**src/rtl/sc_pkg.sv**
```systemverilog
package sc_pkg;

   // quadrant selected by the two most significant phase bits
   typedef enum logic [1:0] {
      QD_0   = 2'd0,
      QD_90  = 2'd1,
      QD_180 = 2'd2,
      QD_270 = 2'd3
   } quad_e;

   localparam real PI_R = 3.14159265358979323846;

   // first-quadrant sine at the centre of table slot idx, scaled by 2**frac_w
   function automatic int table_value(int idx, int addr_w, int frac_w);
      real slot;
      real ang;
      slot = (PI_R / 2.0) / real'(1 << addr_w);
      ang  = (real'(idx) + 0.5) * slot;
      return $rtoi($sin(ang) * real'(1 << frac_w) + 0.5);
   endfunction

endpackage

```
**src/rtl/sc_rom.sv**
```systemverilog
module sc_rom #(
   parameter int ADDR_W = 6,
   parameter int VAL_W  = 20
) (
   input  logic [ADDR_W-1:0] idx_i,
   output logic [VAL_W-1:0]  sin_o,
   output logic [VAL_W-1:0]  cos_o
);
   localparam int DEPTH  = 1 << ADDR_W;
   localparam int FRAC_W = VAL_W - 1;

   if (ADDR_W < 2 || ADDR_W > 10) begin : g_bad_addr
      $error("sc_rom: ADDR_W out of range");
   end
   if (VAL_W > 30) begin : g_bad_val
      $error("sc_rom: VAL_W too wide for table generation");
   end

   logic [VAL_W-1:0] tbl [DEPTH];

   // table contents are computed at elaboration, one slot per generate pass
   for (genvar i = 0; i < DEPTH; i++) begin : g_slot
      localparam int ENT = sc_pkg::table_value(i, ADDR_W, FRAC_W);
      assign tbl[i] = VAL_W'(ENT);
   end

   // midpoint slots are mirror images: cos of slot i equals sin of slot (DEPTH-1-i)
   assign sin_o = tbl[idx_i];
   assign cos_o = tbl[~idx_i];

endmodule

```
**src/rtl/sc_shift_mul.sv**
```systemverilog
module sc_shift_mul #(
   parameter int RES_W = 8,
   parameter int VAL_W = 20,
   parameter int DROP  = 15
) (
   input  logic signed [RES_W-1:0] rs_i,    // residual offset from slot centre
   input  logic        [VAL_W-1:0] val_i,   // non-negative table value
   output logic signed [VAL_W-1:0] corr_o   // rs * val * pi / 2**DROP
);
   // pi * 4096 ~= 12868 = 2^13 + 2^12 + 2^9 + 2^6 + 2^2
   localparam int PI_FRAC = 12;
   localparam int NPI     = 5;
   localparam int PI_SH [NPI] = '{13, 12, 9, 6, 2};
   localparam int PW      = VAL_W + RES_W + PI_FRAC + 4;
   localparam int SH      = DROP + PI_FRAC;
   localparam logic signed [PW-1:0] RND = {{(PW-SH){1'b0}}, 1'b1, {(SH-1){1'b0}}};

   if (SH >= PW) begin : g_bad_drop
      $error("sc_shift_mul: DROP too large for product width");
   end

   logic signed [PW-1:0] ext;
   logic signed [PW-1:0] racc;
   logic signed [PW-1:0] pacc;

   assign ext = PW'(val_i);

   always_comb begin
      // residual times value: one shifted copy per set residual bit
      racc = '0;
      for (int k = 0; k < RES_W - 1; k++) begin
         if (rs_i[k]) racc = racc + (ext <<< k);
      end
      if (rs_i[RES_W-1]) racc = racc - (ext <<< (RES_W - 1));
      // radian weight: multiply by pi with a fixed shift set
      pacc = '0;
      for (int j = 0; j < NPI; j++) begin
         pacc = pacc + (racc <<< PI_SH[j]);
      end
      corr_o = VAL_W'((pacc + RND) >>> SH);
   end

endmodule

```
**src/rtl/sc_quad_map.sv**
```systemverilog
module sc_quad_map #(
   parameter int OUT_W = 16,
   parameter int GUARD = 4
) (
   input  sc_pkg::quad_e                quad_i,
   input  logic signed [OUT_W+GUARD:0]  fs_i,   // first-quadrant sine, guard scale
   input  logic signed [OUT_W+GUARD:0]  fc_i,   // first-quadrant cosine, guard scale
   output logic signed [OUT_W-1:0]      sin_o,
   output logic signed [OUT_W-1:0]      cos_o
);
   localparam int FW = OUT_W + GUARD + 1;
   localparam logic signed [FW-1:0] HALF = FW'(1 << (GUARD - 1));
   localparam logic signed [FW-1:0] TOPF = FW'((1 << (OUT_W - 1)) - 1);

   if (GUARD < 1) begin : g_bad_guard
      $error("sc_quad_map: GUARD must be at least 1");
   end

   // round away the guard bits, clamp to [0, +full scale]
   function automatic logic signed [OUT_W-1:0] fold(input logic signed [FW-1:0] x);
      logic signed [FW-1:0] r;
      r = (x + HALF) >>> GUARD;
      if (r < 0)         return '0;
      else if (r > TOPF) return TOPF[OUT_W-1:0];
      else               return r[OUT_W-1:0];
   endfunction

   logic signed [OUT_W-1:0] ms;
   logic signed [OUT_W-1:0] mc;

   always_comb begin
      ms = fold(fs_i);
      mc = fold(fc_i);
      case (quad_i)
         sc_pkg::QD_0: begin
            sin_o = ms;
            cos_o = mc;
         end
         sc_pkg::QD_90: begin
            sin_o = mc;
            cos_o = -ms;
         end
         sc_pkg::QD_180: begin
            sin_o = -ms;
            cos_o = -mc;
         end
         default: begin
            sin_o = -mc;
            cos_o = ms;
         end
      endcase
   end

endmodule

```
**src/rtl/lut_sincos.sv**
```systemverilog
module lut_sincos #(
   parameter int PHASE_W = 16,
   parameter int ADDR_W  = 6,
   parameter int OUT_W   = 16,
   parameter int GUARD   = 4
) (
   input  logic                     clk,
   input  logic                     rst,
   input  logic                     in_vld,
   input  logic [PHASE_W-1:0]       in_phase,
   output logic                     out_vld,
   output logic signed [OUT_W-1:0]  out_sin,
   output logic signed [OUT_W-1:0]  out_cos
);
   localparam int RES_W = PHASE_W - 2 - ADDR_W;
   localparam int VAL_W = OUT_W + GUARD;
   localparam int DROP  = ADDR_W + RES_W + 1;
   localparam logic signed [VAL_W-1:0] CORR_MAX = VAL_W'(1 << (VAL_W - ADDR_W - 1));
   localparam logic signed [OUT_W-1:0] NEG_FULL = {1'b1, {(OUT_W-1){1'b0}}};

   if (RES_W < 2) begin : g_bad_res
      $error("lut_sincos: phase too narrow for quadrant, index and residual");
   end
   if (OUT_W < 8) begin : g_bad_out
      $error("lut_sincos: OUT_W too small");
   end

   // ---------------- stage 1: table read ----------------
   logic [VAL_W-1:0] rom_sin;
   logic [VAL_W-1:0] rom_cos;

   sc_rom #(.ADDR_W(ADDR_W), .VAL_W(VAL_W)) u_rom (
      .idx_i (in_phase[PHASE_W-3 -: ADDR_W]),
      .sin_o (rom_sin),
      .cos_o (rom_cos)
   );

   logic                s1_vld;
   sc_pkg::quad_e       s1_q;
   logic [RES_W-1:0]    s1_res;
   logic [VAL_W-1:0]    s1_sin;
   logic [VAL_W-1:0]    s1_cos;

   always_ff @(posedge clk) begin
      if (rst) begin
         s1_vld <= 1'b0;
         s1_q   <= sc_pkg::QD_0;
         s1_res <= '0;
         s1_sin <= '0;
         s1_cos <= '0;
      end else begin
         s1_vld <= in_vld;
         if (in_vld) begin
            s1_q   <= sc_pkg::quad_e'(in_phase[PHASE_W-1 -: 2]);
            s1_res <= in_phase[RES_W-1:0];
            s1_sin <= rom_sin;
            s1_cos <= rom_cos;
         end
      end
   end

   // ---------------- stage 2: residual correction ----------------
   // residual measured from slot centre: flipping the top bit subtracts half range
   logic signed [RES_W-1:0] rs;
   assign rs = {~s1_res[RES_W-1], s1_res[RES_W-2:0]};

   logic signed [VAL_W-1:0] corr_sin;   // r * cos, added to sine
   logic signed [VAL_W-1:0] corr_cos;   // r * sin, taken from cosine

   sc_shift_mul #(.RES_W(RES_W), .VAL_W(VAL_W), .DROP(DROP)) u_mul_c (
      .rs_i   (rs),
      .val_i  (s1_cos),
      .corr_o (corr_sin)
   );

   sc_shift_mul #(.RES_W(RES_W), .VAL_W(VAL_W), .DROP(DROP)) u_mul_s (
      .rs_i   (rs),
      .val_i  (s1_sin),
      .corr_o (corr_cos)
   );

   logic signed [VAL_W:0] fs;
   logic signed [VAL_W:0] fc;
   assign fs = $signed({1'b0, s1_sin}) + (VAL_W+1)'(corr_sin);
   assign fc = $signed({1'b0, s1_cos}) - (VAL_W+1)'(corr_cos);

   logic signed [OUT_W-1:0] m_sin;
   logic signed [OUT_W-1:0] m_cos;

   sc_quad_map #(.OUT_W(OUT_W), .GUARD(GUARD)) u_map (
      .quad_i (s1_q),
      .fs_i   (fs),
      .fc_i   (fc),
      .sin_o  (m_sin),
      .cos_o  (m_cos)
   );

   always_ff @(posedge clk) begin
      if (rst) begin
         out_vld <= 1'b0;
         out_sin <= '0;
         out_cos <= '0;
      end else begin
         out_vld <= s1_vld;
         if (s1_vld) begin
            out_sin <= m_sin;
            out_cos <= m_cos;
         end
      end
   end

   // ---------------- assertions ----------------
   p_lat_r1: assert property (@(posedge clk) disable iff (rst)
      in_vld |-> ##2 out_vld);
   p_idle_r1: assert property (@(posedge clk) disable iff (rst)
      !in_vld |-> ##2 !out_vld);
   p_reset_r2: assert property (@(posedge clk)
      rst |=> (!out_vld && out_sin == '0 && out_cos == '0));
   p_corr_bound_r4: assert property (@(posedge clk) disable iff (rst)
      s1_vld |-> (corr_sin <= CORR_MAX && corr_sin >= -CORR_MAX &&
                  corr_cos <= CORR_MAX && corr_cos >= -CORR_MAX));
   p_sign_q0_r6: assert property (@(posedge clk) disable iff (rst)
      (s1_vld && s1_q == sc_pkg::QD_0) |=> (out_sin >= 0 && out_cos >= 0));
   p_sign_q2_r6: assert property (@(posedge clk) disable iff (rst)
      (s1_vld && s1_q == sc_pkg::QD_180) |=> (out_sin <= 0 && out_cos <= 0));
   p_no_min_r7: assert property (@(posedge clk) disable iff (rst)
      out_vld |-> (out_sin != NEG_FULL && out_cos != NEG_FULL));
   p_hold_r8: assert property (@(posedge clk) disable iff (rst)
      !s1_vld |=> ($stable(out_sin) && $stable(out_cos)));

endmodule

```
**config.mk**
```make
export PLATFORM = sky130hd
export DESIGN_NAME = lut_sincos
export DESIGN_NICKNAME = d
export VERILOG_FILES = /design/src/rtl/sc_pkg.sv /design/src/rtl/sc_rom.sv /design/src/rtl/sc_shift_mul.sv /design/src/rtl/sc_quad_map.sv /design/src/rtl/lut_sincos.sv
export SDC_FILE = /design/constraint.sdc
export NUM_CORES = 2
export LEC_CHECK = 0
export BUFFER_PORTS_ARGS = -buffer_cell sky130_fd_sc_hd__buf_2
export CAP_MARGIN = 0
export CORE_MARGIN = 2
export CORE_UTILIZATION = 38
export DETAILED_ROUTE_END_ITERATION = 6
export GPL_ROUTABILITY_DRIVEN = 0
export GPL_TIMING_DRIVEN = 1
export PLACE_DENSITY = 0.54
export SYNTH_ARGS = -nofsm -noshare
export SYNTH_HDL_FRONTEND = slang
export SYNTH_SLANG_ARGS = --single-unit
```
**constraint.sdc**
```tcl
create_clock -name clk -period 58.1 [get_ports clk]
set_input_delay 11.62 -clock clk [delete_from_list [all_inputs] [get_ports clk]]
set_output_delay 11.62 -clock clk [all_outputs]
set_load 0.005 [all_outputs]
```
==> results.ini <==
[timing]
fin_crit_ns=23.53
slew_headroom_pct=22.1
setup_viol=0
worst_slew_pin_slew_ns=1.17
max_freq_mhz=42.5
tns_ns=0
post-route-period-util_pct=40.5
fin_skew_ns=0.0232
slew_violations=0
hold_viol_final=0
rsz0062_at_grt=no

[cells_and_area]
layout_common_cells=inv_1, ha_1, nor2_1, nand2_1, a21oi_1
multi_input_area_sq_mm=0.0298
drive_gt1_share_pct=6.60
nets=5347
area_delta_synth_final_pct=5.38
final_common_cell=inv_1
num-fill-cells=9450
seqCellArea_sq_mm=0.00165

[synthesis]
synth_ff_type=dfxtp_1
yosysTopAreaCell=ha_1
synth-xor-area-share_pct=6.12
ys_async_sr_fraction_pct=0
synth.area.top_cells=ha_1, fa_1, inv_1
synth-simple-area-share_pct=18.6
synth_nets=5409
yosysSeqAreaShare_pct=4.80
netlist_area_sq_mm=0.0342
yosys.area_share.adder_pct=30.0
synth_edf_count=0
synth.distinct_cells=100
yosysWarnings=0
synth_top_family_by_area=adder cells
synthesis.instances=4690
avgSynthCellArea_sq_um=7.29
synth_compound_area_share_pct=27.5
synth_top_area_share_pct=18.5
synth-seq-cells=82
synthMuxAreaShare_pct=5.04

[cts]
cts_tree=built
clk_path_buf_depth=2
htreeDepth=3
cts_resized=0
clkSlewWorstSetupHoldPaths_ns=0.09
clkSinkCount=82
clock-root-buffer=clkbuf_16
clk-insertion-delay-late_ns=0.39
cts_setup_buffers=0
holdBufCountCts=0
numCtsBuffers=9

[critical_path]
worst_path_most_repeated_cell=ha_1
crit_path_start_kind=register
crit_fanout=15
critPathKind=reg -> reg
cp.arrival_ns=23.77
critPathRequiredTime_ns=58.34
slowest_stage=dfxtp_1
end_kind=register
critPathMaxStageDelay_ns=0.96

[detailed_routing]
avgRoutedWirePerCell_um=20.3
num_vias=33900
first_pass_iters=7
first_iter_violations=2992
viasPerCell=5.83
final_antenna_net_count=0
drc=5
wl_mm=118

[global_routing]
first_global_vias=32300
grtUsageTotal_pct=25.1
grt_antenna_before_repair=6
gr-total-overflow=0
grt_pass1_wl_mm=186
grt_max_degree=83

[run_status]
violations=design-rule violations
status=finished with violations

[floorplanning]
io_pins=52
core_sq_mm=0.0896
rows=110
die_h_um=304
start_util_pct=38.1
die_area_sq_mm=0.0924
dieWidth_um=304

[job]
cap_violations=0

[placement]
place_hpwl_mm=95.3
buffer_ports.inserted=51

[hold_path]
hp-class=reg -> reg

-- logic make-up after synthesis --
family	count (synthesis)
AND/OR/NAND/NOR	1366
flip-flops	82
adder cells (fa/ha/maj)	703
XOR/XNOR	237
AO/OA/AOI/OAI	1429
multiplexers	156
buffers and inverters	717
-- registers in the layout (all words and copies together), names as in the netlist --
name / count
s1_res: 8
out_sin: 16
s1_q: 2
out_vld: 1
s1_sin: 19
s1_vld: 1
out_cos: 16
s1_cos: 19
-- final timing paths --
| path | cells past startpoint | start | slack [ns] | to |
|---|---|---|---|---|
| max reg2reg | 95 | s1_sin[1] | 34.57 | out_cos[8] |
| max | 95 | s1_sin[1] | 34.57 | out_cos[8] |
| min reg2reg | 2 | out_sin[15] | 0.46 | out_sin[15] |
| min | 2 | out_sin[15] | 0.46 | out_sin[15] |
-- cell usage after synthesis (all sizes together), types with 19 or more instances --
library cell    n
a2111oi        20
a211oi         89
a21boi         31
a21o          115
a21oi         343
a221oi         24
a311oi         21
a31oi          57
and2           42
and3           49
buf            40
clkbuf        156
dfxtp          82
fa            194
ha            506
inv           513
mux2           88
mux2i          64
nand2         382
nand2b         49
nand3         103
nand4          25
nor2          425
nor2b          54
nor3          112
o211ai         38
o21a           61
o21ai         340
o21bai         19
o221ai         20
o22ai          30
o31ai          46
or2            27
or3            43
xnor2         145
xor2           91
-- metal layers --
| layer | part of all wire, % | wire [um] | global-route usage [%] |
|---|---|---|---|
| met1 | 47 | 55700 | 35.0 |
| met2 | 45 | 53500 | 41.6 |
| met3 | 5.3 | 6200 | 2.47 |
| met4 | 2.3 | 2710 | 6.04 |
| met5 | 0.023 | 27 | 0 |
-- stage by stage --
stage	cell area [sq um]	instances	setup WS, ns	utilization (%)	hold slack [ns]
after floorplan	34200	4690	38.23	-	0.439
after global placement	35700	5793	35.06	39.9	0.442
after detailed placement	35700	5793	35.01	39.9	0.444
after CTS	36000	5809	34.94	40.2	0.461
after global routing	36000	5810	33.18	40.2	0.483
final	36000	5811	34.57	40.2	0.457
-- worst max-delay path, delay by kind of cell, from the launching register on --
kind | cells | cell delay [ns]
AOI/OAI and AO/OA | 38 | 10.65
xor gates and xnor gates | 6 | 1.07
adders and majority gates | 14 | 4.96
buffers and inverters | 9 | 1.09
DFF | 1 | 0.96
muxes | 4 | 0.89
and+or+nand+nor | 24 | 3.71
-- layout make-up --
cell class | instances | share of cell area, %
Inverter | 521 | 5.43
Clock buffer | 10 | 0.663
Sequential cell | 82 | 4.58
Clock inverter | 6 | 0.201
Antenna cell | 2 | 0.0139
Tap cell | 1176 | 4.08
Timing Repair Buffer | 123 | 2.22
Multi-Input combinational cell | 3891 | 82.8
Power is not shown: default switching activity piles up to over one toggle a cycle in this logic, so the estimate is an artifact.
